--- src/rtl/xop_pkg.sv ---
package xop_pkg;
  parameter int OPC_W  = 8;
  parameter int NIB_W  = OPC_W / 2;
  parameter int WC_W   = 2;
  parameter int RIDX_W = 3;
  parameter int OPF_W  = 3;

  parameter logic [NIB_W-1:0] PFX_NIB = 4'h7;
  parameter logic [NIB_W-1:0] RR_NIB  = 4'hF;

  typedef struct packed {
    logic              is_rr;
    logic [OPC_W-1:0]  opcode;
    logic [WC_W-1:0]   wcode;
    logic              alt;
    logic [OPF_W-1:0]  op;
    logic [RIDX_W-1:0] rd;
    logic [RIDX_W-1:0] ra;
    logic [RIDX_W-1:0] rb;
  } xop_desc_t;

  typedef enum logic [1:0] {
    S_IDLE = 2'd0,
    S_PFX  = 2'd1,
    S_RR2  = 2'd2
  } xop_state_e;
endpackage

--- src/rtl/xop_byte_class.sv ---
module xop_byte_class
  import xop_pkg::*;
(
  input  logic [OPC_W-1:0] byte_i,
  output logic             is_pfx,
  output logic             pfx_rsvd,
  output logic             pfx_alt,
  output logic [WC_W-1:0]  pfx_wcode,
  output logic             is_rr
);
  // High nibble 0..3 selects primary bank, 8..B alternate; bit 6 set marks reserved.
  always_comb begin
    is_pfx    = (byte_i[NIB_W-1:0] == PFX_NIB);
    pfx_rsvd  = is_pfx && byte_i[OPC_W-2];
    pfx_alt   = byte_i[OPC_W-1];
    pfx_wcode = byte_i[NIB_W +: WC_W];
    is_rr     = (byte_i[NIB_W-1:0] == RR_NIB);
  end
endmodule

--- src/rtl/xop_seq.sv ---
module xop_seq
  import xop_pkg::*;
(
  input  logic             clk,
  input  logic             rst_n,
  input  logic             take,
  input  logic [OPC_W-1:0] byte_i,
  input  logic             is_pfx,
  input  logic             pfx_rsvd,
  input  logic             pfx_alt,
  input  logic [WC_W-1:0]  pfx_wcode,
  input  logic             is_rr,
  output logic             load,
  output xop_desc_t        desc,
  output logic             illegal
);
  xop_state_e       st;
  logic [WC_W-1:0]  pend_w;
  logic             pend_alt;
  logic [OPC_W-1:0] rr_b0;
  logic             ill_q;

  always_ff @(posedge clk) begin
    if (!rst_n) begin
      st       <= S_IDLE;
      pend_w   <= '0;
      pend_alt <= 1'b0;
      rr_b0    <= '0;
      ill_q    <= 1'b0;
    end else begin
      ill_q <= 1'b0;
      if (take) begin
        if (st == S_RR2) begin
          st       <= S_IDLE;
          pend_w   <= '0;
          pend_alt <= 1'b0;
        end else if (is_pfx) begin
          if (pfx_rsvd) begin
            ill_q    <= 1'b1;
            st       <= S_IDLE;
            pend_w   <= '0;
            pend_alt <= 1'b0;
          end else begin
            ill_q    <= (st == S_PFX);
            st       <= S_PFX;
            pend_w   <= pfx_wcode;
            pend_alt <= pfx_alt;
          end
        end else if (is_rr) begin
          rr_b0 <= byte_i;
          st    <= S_RR2;
        end else begin
          st       <= S_IDLE;
          pend_w   <= '0;
          pend_alt <= 1'b0;
        end
      end
    end
  end

  always_comb begin
    load = take && ((st == S_RR2) || (!is_pfx && !is_rr));
    desc = '0;
    desc.wcode = pend_w;
    desc.alt   = pend_alt;
    if (st == S_RR2) begin
      desc.is_rr  = 1'b1;
      desc.opcode = rr_b0;
      desc.op     = rr_b0[OPC_W-1 -: OPF_W];
      desc.rd     = {rr_b0[NIB_W], byte_i[OPC_W-1 -: RIDX_W-1]};
      desc.ra     = byte_i[RIDX_W +: RIDX_W];
      desc.rb     = byte_i[RIDX_W-1:0];
    end else begin
      desc.opcode = byte_i;
    end
  end

  assign illegal = ill_q;

  assert_ill_after_take_R12: assert property (@(posedge clk) disable iff (!rst_n)
    !take |=> !ill_q);
  assert_single_scope_R8: assert property (@(posedge clk) disable iff (!rst_n)
    load |=> (st == S_IDLE) && (pend_w == '0) && !pend_alt);
  assert_rr_second_quiet_R10: assert property (@(posedge clk) disable iff (!rst_n)
    (take && st == S_RR2) |=> !ill_q);
endmodule

--- src/rtl/xop_out_reg.sv ---
module xop_out_reg
  import xop_pkg::*;
(
  input  logic      clk,
  input  logic      rst_n,
  input  logic      load,
  input  xop_desc_t din,
  output logic      can_take,
  output logic      out_valid,
  input  logic      out_ready,
  output xop_desc_t dout
);
  logic      v_q;
  xop_desc_t d_q;

  always_ff @(posedge clk) begin
    if (!rst_n) begin
      v_q <= 1'b0;
      d_q <= '0;
    end else begin
      if (load) begin
        v_q <= 1'b1;
        d_q <= din;
      end else if (out_ready) begin
        v_q <= 1'b0;
      end
    end
  end

  assign can_take  = !v_q || out_ready;
  assign out_valid = v_q;
  assign dout      = d_q;

  assert_hold_R11: assert property (@(posedge clk) disable iff (!rst_n)
    (v_q && !out_ready) |=> v_q && $stable(d_q));
  assert_no_overwrite_R11: assert property (@(posedge clk) disable iff (!rst_n)
    load |-> (!v_q || out_ready));
  assert_load_shows_R12: assert property (@(posedge clk) disable iff (!rst_n)
    load |=> v_q);
endmodule

--- src/rtl/xop_prefix_decoder.sv ---
module xop_prefix_decoder
  import xop_pkg::*;
(
  input  logic              clk,
  input  logic              rst_n,
  input  logic              in_valid,
  output logic              in_ready,
  input  logic [OPC_W-1:0]  in_byte,
  output logic              out_valid,
  input  logic              out_ready,
  output logic              out_is_rr,
  output logic [OPC_W-1:0]  out_opcode,
  output logic [WC_W-1:0]   out_width,
  output logic              out_alt_bank,
  output logic [OPF_W-1:0]  out_op,
  output logic [RIDX_W-1:0] out_rd,
  output logic [RIDX_W-1:0] out_ra,
  output logic [RIDX_W-1:0] out_rb,
  output logic              illegal
);
  logic            take, load, can_take;
  logic            is_pfx, pfx_rsvd, pfx_alt, is_rr;
  logic [WC_W-1:0] pfx_wcode;
  xop_desc_t       desc, dout;

  assign in_ready = can_take;
  assign take     = in_valid && can_take;

  xop_byte_class u_class (
    .byte_i(in_byte), .is_pfx(is_pfx), .pfx_rsvd(pfx_rsvd),
    .pfx_alt(pfx_alt), .pfx_wcode(pfx_wcode), .is_rr(is_rr)
  );

  xop_seq u_seq (
    .clk(clk), .rst_n(rst_n), .take(take), .byte_i(in_byte),
    .is_pfx(is_pfx), .pfx_rsvd(pfx_rsvd), .pfx_alt(pfx_alt),
    .pfx_wcode(pfx_wcode), .is_rr(is_rr),
    .load(load), .desc(desc), .illegal(illegal)
  );

  xop_out_reg u_out (
    .clk(clk), .rst_n(rst_n), .load(load), .din(desc),
    .can_take(can_take), .out_valid(out_valid), .out_ready(out_ready),
    .dout(dout)
  );

  assign out_is_rr    = dout.is_rr;
  assign out_opcode   = dout.opcode;
  assign out_width    = dout.wcode;
  assign out_alt_bank = dout.alt;
  assign out_op       = dout.op;
  assign out_rd       = dout.rd;
  assign out_ra       = dout.ra;
  assign out_rb       = dout.rb;

  assert_no_prefix_out_R3: assert property (@(posedge clk) disable iff (!rst_n)
    out_valid |-> (out_opcode[NIB_W-1:0] != PFX_NIB));
  assert_rr_opcode_R6: assert property (@(posedge clk) disable iff (!rst_n)
    (out_valid && out_is_rr) |-> (out_opcode[NIB_W-1:0] == RR_NIB));
  assert_legacy_fields_R2: assert property (@(posedge clk) disable iff (!rst_n)
    (out_valid && !out_is_rr) |-> (out_op == '0 && out_rd == '0 && out_ra == '0 && out_rb == '0));
endmodule

--- config.mk ---
export PLATFORM = sky130hd
export DESIGN_NAME = xop_prefix_decoder
export DESIGN_NICKNAME = d
export VERILOG_FILES = /design/src/rtl/xop_pkg.sv /design/src/rtl/xop_byte_class.sv /design/src/rtl/xop_seq.sv /design/src/rtl/xop_out_reg.sv /design/src/rtl/xop_prefix_decoder.sv
export SDC_FILE = /design/constraint.sdc
export NUM_CORES = 1
export LEC_CHECK = 0
export CORE_UTILIZATION = 61
export CTS_CLUSTER_DIAMETER = 100
export CTS_CLUSTER_SIZE = 30
export DETAILED_ROUTE_END_ITERATION = 6
export DONT_BUFFER_PORTS = 1
export MAX_ROUTING_LAYER = met4
export PLACE_DENSITY_LB_ADDON = 0.25
export SYNTH_ARGS = -nofsm -noshare
export SYNTH_HDL_FRONTEND = slang
export SYNTH_HIERARCHICAL = 1
export SYNTH_SLANG_ARGS = --single-unit
--- constraint.sdc ---
create_clock -name clk -period 1.78 [get_ports clk]
set_input_delay 0.267 -clock clk [delete_from_list [all_inputs] [get_ports clk]]
set_output_delay 0.267 -clock clk [all_outputs]
set_load 0.02 [all_outputs]
# Word level (Yosys, flattened, before mapping)
# Index checks and enable logic that the tools add are counted.
# totals
reg_bits,39
in_bits,12
out_inout_bits,27
elab_cells,54
# classes
n_eq_ne,5
muxes,18
n_bitwise,4
reduce_logical,13
# op_table
op,count
$mux W2,7
$mux W12,1
$mux W1,9
$mux W8,1
$eq A4 B3 Y1 const B,1
$eq A4 B4 Y1 const B,1
$logic_and A1 B1 Y1,4
$not A1 Y1,4
$reduce_and A4 Y1,1
$reduce_or A4 Y1,1
$logic_not A1 Y1,3
$ne A3 B2 Y1 const B,1
$eq A2 B1 Y1 const B,1
$eq A2 B2 Y1 const B,1
$logic_or A1 B1 Y1,2
$reduce_and A2 Y1,1
$reduce_bool A2 Y1,1

# Longest topological paths before layout
# Gate-level depths: netlist of the first run.
# depth
depth_word,6
ltp_mapped,8

# Cells and area by module
# The synthesis of the first run kept the hierarchy.
# modules_own_cells
module,instances,cells_per_inst,area_per_inst_um2,seq_area_each_um2
xop_out_reg,1,81,967.2,500.5
xop_seq,1,85,772.0,280.3
xop_byte_class,1,8,56.3,0.0
xop_prefix_decoder,1,1,6.3,0.0

# Worst setup path before layout of the first run
# Ideal clock, no wire load.
# synth_path
kind,reg-to-reg
from,register u_out.v_q (netlist: u_out/out_valid)
to,"register u_out.d_q, in the netlist u_out/dout[23]"
setup_ps,116
t_arrival_ps,1472
t_required_ps,1664
slack_ps,192
path_stages_with_launch,8
path_buffers,2
synth_period_minus_slack_ps,1588
cell_sequence,dfxtp_1 -> nand2b_1 -> and2_1 -> o21a_1 -> buf_6 -> buf_12 -> mux2i_1 -> nor2b_1
# synth_via
elab_chain_len,4
# synth_lines
element,line,source
"start, declared",xop_out_reg.sv:13,logic v_q;
"start signal, assigned",xop_out_reg.sv:18,v_q <= 1'b0;
"start signal, assigned",xop_out_reg.sv:22,v_q <= 1'b1;
"start signal, assigned",xop_out_reg.sv:25,v_q <= 1'b0;
$logic_not A1 Y1,xop_out_reg.sv:30,assign can_take = !v_q || out_ready;
$logic_or A1 B1 Y1,xop_out_reg.sv:30,
net in_ready,xop_prefix_decoder.sv:7,"output logic in_ready,"
$logic_and A1 B1 Y1,xop_prefix_decoder.sv:27,assign take = in_valid && can_take;
net take,xop_prefix_decoder.sv:21,"logic take, load, can_take;"
$logic_and A1 B1 Y1,xop_seq.sv:62,load = take && ((st == S_RR2) || (!is_pfx && !is_rr));
net load,xop_prefix_decoder.sv:21,
"end signal, assigned",xop_out_reg.sv:23,d_q <= din;
"end, declared",xop_out_reg.sv:14,xop_desc_t d_q;
# The timed path passes the listed nets, and every way through them passes these cells.
# A chain may end at the register's enable or synchronous reset.

==> results of run 1 <==
[per-stage QoR]
step | total power [mW] | util | setup WS (ns) | std cells
after floorplan | 1.07 | - | 0.192 | 175
after global placement | 1.06 | 0.639 | 0.309 | 200
after detailed placement | 1.07 | 0.639 | 0.217 | 200
after CTS | 1.49 | 0.658 | 0.212 | 208
after global routing | 1.54 | 0.658 | 0.0827 | 208
final | 1.48 | 0.658 | 0.190 | 208
[synthesized netlist by cell type (all sizes together)]
library cell and instances:
dfxtp 39, mux2i 32, nor2b 27, nand2 17, and2 13, buf 11
mux2 8, clkbuf 4, a32o 3, inv 3, nor2 3, nand2b 2
nand3 2, nor3b 2, o21a 2, o21ai 2, a21boi 1, a21oi 1
nor3 1, o211a 1, o21bai 1
[area by class of cell]
type                       count  area, sq um
clock inverter                 2         12.5
multi-input combinational    118          878
fill                         221          951
tap                           31         38.8
sequential                    39          781
clock buffer                   6         41.3
timing repair buffer           9         67.6
inverter                       3         11.3
[layer usage]
metal | vias up | wire length, microns
met5 | - | 0
met1 | 548 | 1410
li1 | 581 | -
met4 | 0 | 14
met3 | 2 | 201
met2 | 35 | 1500
[worst max path at each step]
stage | slack, ns | start | depth (start not counted) | end
3_3_place_gp | 0.31 | u_seq/st[1]$_SDFFE_PN0P_ | 5 | u_out/dout[19]$_SDFFE_PN0P_
5_1_grt | 0.08 | u_seq/st[1]$_SDFFE_PN0P_ | 5 | u_out/dout[20]$_SDFFE_PN0P_
6_report | 0.19 | u_seq/st[1]$_SDFFE_PN0P_ | 5 | u_out/dout[22]$_SDFFE_PN0P_
4_1_cts | 0.21 | u_seq/st[1]$_SDFFE_PN0P_ | 5 | u_out/dout[16]$_SDFFE_PN0P_
2_1_floorplan | 0.19 | u_out/out_valid$_SDFFE_PN0P_ | 7 | u_out/dout[23]$_SDFFE_PN0P_
3_5_place_dp | 0.22 | u_seq/st[1]$_SDFFE_PN0P_ | 5 | u_out/dout[16]$_SDFFE_PN0P_
[where the power goes]
| part | internal, mW | switching [mW] |
|---|---|---|
| combinational | 0.0688 | 0.0577 |
| clock | 0.153 | 0.285 |
| sequential | 0.892 | 0.0286 |
[flip-flops by register name, summed over array words and instances (netlist names)]
signal	count
u_out/dout	24
u_out/out_valid	1
u_seq/illegal	1
u_seq/pend_alt	1
u_seq/pend_w	2
u_seq/rr_b0	8
u_seq/st	2
[cells in the final DEF (no fill, tap or decap)]
cell / instances
a21boi_0: 1
a21oi_1: 1
a32o_1: 3
and2_1: 13
buf_4: 9
clkbuf_1: 1
clkbuf_4: 5
clkinv_2: 1
clkinvlp_4: 1
dfxtp_1: 39
inv_1: 3
mux2_2: 8
mux2i_1: 32
nand2_1: 17
nand2b_1: 2
nand3_1: 1
nand3_2: 1
nor2_1: 3
nor2b_1: 27
nor3_1: 1
nor3b_2: 2
o211a_1: 1
o21a_1: 2
o21ai_0: 1
o21ai_1: 1
o21bai_1: 1
[cells by family (layout without fill, tap and decap cells)]
family,after synthesis,count (layout),synth area share
buffers and inverters,18,20,0.0792
DFF,39,39,0.433
AOI/OAI and AO/OA,11,11,0.0472
and+or+nand+nor,67,67,0.212
muxes,40,40,0.228
[worst max-delay path: stages (launching register included)]
cell,delay [ns]
dfxtp_1,0.38
nor2b_1,0.31
buf_4,0.26
mux2_2,0.35
mux2i_1,0.14
nor2b_1,0.06
==> flow_summary_export.csv, run 1 <==
group,metric,value,unit
timing,fin_setup_tns,0,ns
pwr,cellLeakagePower,0.705,nW
grt,grt_overflow,0,
die,die_x,56.3,microns
clock_network,clkSlewWorstSetupHoldPaths,0.12,ns
die,std_cell_rows,19,
grt,grt_max_degree,48,
grt,grt_pass1_wl,5.01,mm
grt,met1_usage,0.238,
min_path,hold_start,"rst_n",
die,die_height,56.3,microns
die,io_pins,39,
timing,tightest_slew,0.331,ns
worst_setup_path,worstSetupEndpointType,"flip-flop",
grt,grt_use_met2,0.335,
logic_synthesis,synthTopCellsByArea,"dfxtp_1, mux2i_1, nor2b_1, mux2_2, and2_1",
worst_setup_path,r2r-start,"u_seq/st[1]$_SDFFE_PN0P_",
timing,relSlewSlack,0.777,
min_path,whs_path_depth,1,
final_layout,antenna_cells,0,
clock_network,worstSkewPairLatency,0.34,ns
grt,antenna_found_initial,0,
clock_network,cts_sinks,39,
timing,period_minus_slack,1.59,ns
die,start_util,0.648,
drt,ant_nets,0,
min_path,worstHoldEndpoint,"u_out/dout[16]$_SDFFE_PN0P_",
clock_network,htree_levels,2,
logic_synthesis,yosys.area.top_type_share,0.433,
final_layout,drive_gt1_frac,0.153,
grt,grt-busiest-layer,"met2",
final_layout,design_area,0.00183,sq mm
worst_setup_path,cp.arrival,1.83,ns
clock_network,clk_path_buf_depth,2,
die,die_area,0.00317,sq mm
placed_design,gp_congestion,0.840,
timing,fin_worst_skew,0.0107,ns
placed_design,place_area,0.00178,sq mm
grt,met3_usage,0.0853,
drt,vias_per_cell,5.61,
grt,grt_usage,0.211,
clock_network,cts-resized-gates,0,
timing,finalHoldViolations,0,
min_path,hp-class,"in -> reg",
drt,drt_iter0_drc,26,
grt,grt_pass1_vias,1176,
die,core_area,0.00278,sq mm
timing,holdWs,0.0433,ns
logic_synthesis,netlist_instances,175,
placed_design,dp_hpwl,2.15,mm
timing,setup_viol,0,
worst_setup_path,rrSetupSlack,0.19,ns
worst_setup_path,rr_worst_depth,5,
logic_synthesis,synth_seq_cells,39,
worst_setup_path,crit_required,2.02,ns
pwr,p_per_area,811,mW/mm^2
clock_network,ctsHoldBuffers,0,
pwr,ir_drop,0.000628,V
drt,wl_per_cell,15.0,microns
logic_synthesis,ys_seq_area_frac,0.433,
drt,first_pass_iters,4,
logic_synthesis,netlist_area,0.00180,sq mm
logic_synthesis,synthesis.nets,187,
job,drv_cap,0,
timing,fmax,629,MHz
final_layout,syn_to_final_growth,1.60,%
drt,vias,1166,
worst_setup_path,critPathLaunchType,"flip-flop",
logic_synthesis,yosys_warnings,6,
logic_synthesis,synth_cell_type_count,26,
worst_setup_path,criticalPathCategory,"reg -> reg",
logic_synthesis,synth_area_leader_cell,"dfxtp_1",
final_layout,num-nets-final,188,
clock_network,cts_root_buffer,"clkbuf_4",
outcome,status,"finished, final reports clean",
clock_network,cts_buffers,5,
timing,slew_viol_final,0,
worst_setup_path,r2r_end,"u_out/dout[22]$_SDFFE_PN0P_",
drt,drc,0,
placed_design,portBuffers,0,
logic_synthesis,syn_avg_cell_area,10.3,sq um
clock_network,post_cts_buffers,0,
worst_setup_path,crit_fanout,15,
timing,post-route-period-util,0.893,
clock_network,cts_tree,"built",
drt,wl,3.13,mm
timing,rsz0062_at_grt,"false",
Note: power is estimated with default switching activity, not from simulation.
==> run 2, diff against run 1 <==
- CORE_ASPECT_RATIO: default -> 1.75
==> run 2 against run 1 <==
Global-route usage grew 1.3 points. Sequential power hardly changed. Critical path depth is 1 higher. Highest routed layer unchanged. Worst setup slack better by 0.064 ns. Sequential share of layout area fell by 1.3 points.
==> flow_summary_export.csv, run 2 (synthesis gave the netlist of run 1 again) <==
group,metric,value,unit
outcome,status,"finished, final reports clean",
timing,relSlewSlack,0.741,
clock_network,ctsHoldBuffers,0,
drt,ant_nets,0,
die,core_area,0.00275,sq mm
clock_network,clk_path_buf_depth,2,
timing,post-route-period-util,0.857,
clock_network,cts_sinks,39,
worst_setup_path,rrSetupSlack,0.25,ns
clock_network,htree_levels,2,
pwr,p_per_area,1000,mW/mm^2
min_path,hp-class,"in -> reg",
drt,vias_per_cell,5.67,
timing,setup_viol,0,
worst_setup_path,critPathLaunchType,"flip-flop",
grt,grt_pass1_vias,1175,
timing,rsz0062_at_grt,"false",
placed_design,gp_congestion,0.768,
drt,wl,3.01,mm
timing,tightest_slew,0.386,ns
grt,grt_pass1_wl,5.16,mm
timing,fin_worst_skew,0.00614,ns
worst_setup_path,worstSetupEndpointType,"flip-flop",
worst_setup_path,criticalPathCategory,"reg -> reg",
clock_network,cts_tree,"built",
grt,grt_usage,0.223,
timing,fin_setup_tns,0,ns
clock_network,clkSlewWorstSetupHoldPaths,0.07,ns
job,drv_cap,0,
min_path,worstHoldEndpoint,"u_seq/st[1]$_SDFFE_PN0P_",
drt,drc,0,
placed_design,portBuffers,0,
placed_design,dp_hpwl,2.14,mm
drt,drt_iter0_drc,15,
worst_setup_path,r2r-start,"u_out/out_valid$_SDFFE_PN0P_",
pwr,ir_drop,0.000919,V
drt,wl_per_cell,14.9,microns
min_path,hold_start,"rst_n",
worst_setup_path,rr_worst_depth,6,
timing,period_minus_slack,1.53,ns
worst_setup_path,crit_fanout,16,
timing,fmax,655,MHz
final_layout,num-nets-final,186,
die,die_height,73.9,microns
grt,antenna_found_initial,0,
final_layout,layout_commonest_cell,"dfxtp_1",
drt,vias,1145,
worst_setup_path,r2r_end,"u_out/dout[7]$_SDFFE_PN0P_",
die,std_cell_rows,25,
grt,grt_max_degree,48,
clock_network,worstSkewPairLatency,0.29,ns
die,die_area,0.00318,sq mm
worst_setup_path,crit_required,1.96,ns
clock_network,post_cts_buffers,0,
drt,first_pass_iters,3,
min_path,whs_path_depth,1,
final_layout,drive_gt1_frac,0.143,
final_layout,layout_common_cells,"dfxtp_1, mux2i_1, nor2b_1, nand2_1, and2_1",
die,die_x,43.1,microns
clock_network,cts_root_buffer,"clkbuf_8",
pwr,cellLeakagePower,0.731,nW
timing,slew_viol_final,0,
final_layout,antenna_cells,0,
clock_network,cts-resized-gates,0,
final_layout,largest_reg_flops,24,
timing,holdWs,0.0969,ns
final_layout,syn_to_final_growth,4.86,%
clock_network,cts_buffers,5,
die,start_util,0.655,
grt,grt_overflow,0,
worst_setup_path,cp.arrival,1.71,ns
die,io_pins,39,
timing,finalHoldViolations,0,
final_layout,fillerInstances,233,
[run 2: cell types whose count changed in the layout (fill, tap and decap cells not counted), sizes merged]
cell and delta:
buf -2, bufinv +2, clkinv -1, clkinvlp -1
[run 2: critical path, cell delays in order, from the launching register on]
cell,delay [ns]
dfxtp_1,0.31
nand2b_1,0.08
and2_1,0.24
o21a_1,0.20
buf_4,0.29
mux2i_1,0.23
nor2b_1,0.06
[run 2: how the worst max path moves through the flow]
stage | startpoint | slack (ns) | end | cells past startpoint
after global routing | u_seq/st[1]$_SDFFE_PN0P_ | 0.12 | u_out/dout[18]$_SDFFE_PN0P_ | 5
after global placement | u_seq/st[1]$_SDFFE_PN0P_ | 0.35 | u_out/dout[21]$_SDFFE_PN0P_ | 5
after floorplan | u_out/out_valid$_SDFFE_PN0P_ | 0.19 | u_out/dout[23]$_SDFFE_PN0P_ | 7
after detailed placement | u_out/out_valid$_SDFFE_PN0P_ | 0.28 | u_out/dout[2]$_SDFFE_PN0P_ | 6
final | u_out/out_valid$_SDFFE_PN0P_ | 0.25 | u_out/dout[7]$_SDFFE_PN0P_ | 6
after CTS | u_out/out_valid$_SDFFE_PN0P_ | 0.26 | u_out/dout[15]$_SDFFE_PN0P_ | 6
[run 2: routing by layer]
layer	track usage	up-vias	wire, microns
li1	-	574	-
met5	-	-	0
met1	0.250	536	1250
met2	0.355	29	1540
met3	0.0737	6	168
met4	0.101	0	57
[run 2: power breakdown]
part,switching (mW),total [mW],internal [mW],leakage [nW]
sequential,0.0286,0.921,0.892,0.316
clock,0.291,0.851,0.560,0.0654
combinational,0.0554,0.122,0.0663,0.350
[run 2: cell type report]
cell class              count  area (sq um)  area share
repair buffers              7          52.6      0.0278
clock inverters             2          60.1      0.0318
flip-flops and latches     39           781       0.413
inverters                   3          11.3     0.00596
multi-input cells         118           878       0.465
clock buffers               6          72.6      0.0384
well taps                  27          33.8      0.0179
[run 2: metrics by stage]
| stage | instance area [sq um] | util | power, mW | setup WS [ns] | cells |
|---|---|---|---|---|---|
| 3_5_place_dp | 1760 | 0.638 | 1.06 | 0.283 | 194 |
| 3_3_place_gp | 1760 | 0.638 | 1.06 | 0.347 | 194 |
| 2_1_floorplan | 1800 | - | 1.07 | 0.192 | 175 |
| 5_1_grt | 1890 | 0.686 | 1.96 | 0.115 | 202 |
| 4_1_cts | 1890 | 0.686 | 1.91 | 0.263 | 202 |
| 6_report | 1890 | 0.686 | 1.89 | 0.254 | 202 |
==> run 3, diff against run 2 <==
- CORE_MARGIN: default -> 4
- clock period: 1.78 -> 1.6 ns (I/O delays scaled with it)
==> run 3 against run 2 <==
Global-route usage shrank 2.6 points. Combinational power is 19% higher. Worst hold slack lost 0.030 ns. Core utilization hardly changed. Flip-flop and latch count did not move. First-iteration DRC count is 53% higher.
==> flow_summary_export.csv, run 3 (synthesis gave the netlist of run 1 again) <==
group,metric,value,unit
pwr,p_sw,0.448,mW
timing,holdWs,0.0668,ns
pwr,pwr-share-comb,0.071,
outcome,status,"finished, final reports clean",
drt,drc,0,
drt,first_pass_iters,6,
min_path,whs_path_depth,1,
final_layout,antenna_cells,0,
drt,drt_iter0_drc,23,
timing,fmax,683,MHz
pwr,cellLeakagePower,0.739,nW
placed_design,portBuffers,0,
final_layout,num-nets-final,187,
final_layout,layout_commonest_cell,"dfxtp_1",
timing,rsz0062_at_grt,"false",
clock_network,worstSkewPairLatency,0.29,ns
worst_setup_path,crit_fanout,11,
grt,grt_pass1_vias,1242,
final_layout,fillerInstances,202,
pwr,p_seq_frac,0.504,
final_layout,largest_reg_flops,24,
timing,relSlewSlack,0.763,
worst_setup_path,critPathLaunchType,"flip-flop",
final_layout,drive_gt1_frac,0.165,
worst_setup_path,crit_required,1.79,ns
pwr,finalPower,2.03,mW
die,core_area,0.00278,sq mm
drt,vias,1167,
worst_setup_path,criticalPathCategory,"reg -> reg",
grt,grt_overflow,0,
pwr,power.internal,1.59,mW
clock_network,ctsHoldBuffers,0,
die,die_x,49.1,microns
clock_network,cts_tree,"built",
timing,slew_viol_final,0,
die,io_pins,39,
timing,period_minus_slack,1.46,ns
timing,tightest_slew,0.353,ns
drt,vias_per_cell,5.75,
grt,grt_usage,0.197,
clock_network,clk_path_buf_depth,2,
die,die_height,79.9,microns
worst_setup_path,worstSetupEndpointType,"flip-flop",
min_path,hp-class,"in -> reg",
timing,fin_worst_skew,0.00620,ns
die,start_util,0.647,
pwr,swShare,0.220,
placed_design,dp_hpwl,2.30,mm
clock_network,cts_sinks,39,
drt,wl_per_cell,15.8,microns
final_layout,syn_to_final_growth,6.11,%
final_layout,layout_common_cells,"dfxtp_1, mux2i_1, nor2b_1, nand2_1, and2_1",
placed_design,gp_congestion,0.801,
die,die_area,0.00392,sq mm
pwr,clock_power_share,0.425,
worst_setup_path,rrSetupSlack,0.14,ns
grt,grt_max_degree,48,
clock_network,cts_root_buffer,"clkbuf_8",
grt,grt_pass1_wl,5.73,mm
timing,fin_setup_tns,0,ns
pwr,p_per_area,1060,mW/mm^2
timing,setup_viol,0,
timing,post-route-period-util,0.915,
job,drv_cap,0,
drt,ant_nets,0,
timing,finalHoldViolations,0,
drt,wl,3.22,mm
worst_setup_path,rr_worst_depth,6,
pwr,ir_drop,0.000739,V
worst_setup_path,cp.arrival,1.65,ns
die,std_cell_rows,25,
grt,antenna_found_initial,0,
clock_network,cts_buffers,5,
clock_network,clkSlewWorstSetupHoldPaths,0.07,ns
clock_network,htree_levels,2,
-- run 3: worst max-delay path, cell delays in order, from the launching register on --
cell and delay, ns:
dfxtp_1 0.32, nand2b_1 0.09, and2_2 0.21, o21a_1 0.21, buf_4 0.25, mux2i_1 0.22, nor2b_1 0.06
-- run 3: final timing paths --
check | from | to
min | rst_n | u_seq/st[0]$_SDFFE_PN0P_
max | u_out/out_valid$_SDFFE_PN0P_ | u_out/dout[3]$_SDFFE_PN0P_
min reg2reg | u_seq/rr_b0[2]$_SDFFE_PN0P_ | u_seq/rr_b0[2]$_SDFFE_PN0P_
max reg2reg | u_out/out_valid$_SDFFE_PN0P_ | u_out/dout[3]$_SDFFE_PN0P_
-- run 3: what timing repair did --
action                                  4_1_cts  5_1_grt
hold endpoints to repair                      0        0
gates resized for setup                       0        4
endpoints found under the setup margin        0       21
setup buffers                                 0        0
-- run 3: final cells by class --
cell class | instances | area [sq um] | share of cell area
multi-input combinational | 118 | 888 | 0.465
sequential | 39 | 781 | 0.408
clock buffer | 6 | 82.6 | 0.0432
timing repair buffer | 8 | 76.3 | 0.0399
clock inverter | 2 | 38.8 | 0.0203
tap | 27 | 33.8 | 0.0177
inverter | 3 | 11.3 | 0.00589
-- run 3: power groups by stage --
stage | sequential [mW] | combinational, mW | clock, mW
4_1_cts | 1.02 | 0.143 | 0.886
3_3_place_gp | 1.05 | 0.139 | 0
2_1_floorplan | 1.05 | 0.147 | 0
5_1_grt | 1.03 | 0.161 | 0.916
3_5_place_dp | 1.05 | 0.143 | 0
6_report | 1.02 | 0.145 | 0.864
-- run 3: per-layer routing --
layer  track usage  up-vias  share of wire
met5             -        -              0
met4        0.0912        0          0.017
met3        0.0748        6          0.065
met2         0.321       31           0.51
met1         0.209      552           0.41
li1              -      578              -
-- run 3: stage by stage --
| step | instances | utilization | setup slack, ns | area, sq um |
|---|---|---|---|---|
| 2_1_floorplan | 175 | - | 0.0118 | 1800 |
| 5_1_grt | 203 | 0.687 | 0.0272 | 1910 |
| 3_3_place_gp | 195 | 0.638 | 0.165 | 1780 |
| 4_1_cts | 203 | 0.682 | 0.0809 | 1900 |
| 6_report | 203 | 0.687 | 0.136 | 1910 |
| 3_5_place_dp | 195 | 0.638 | 0.0873 | 1780 |
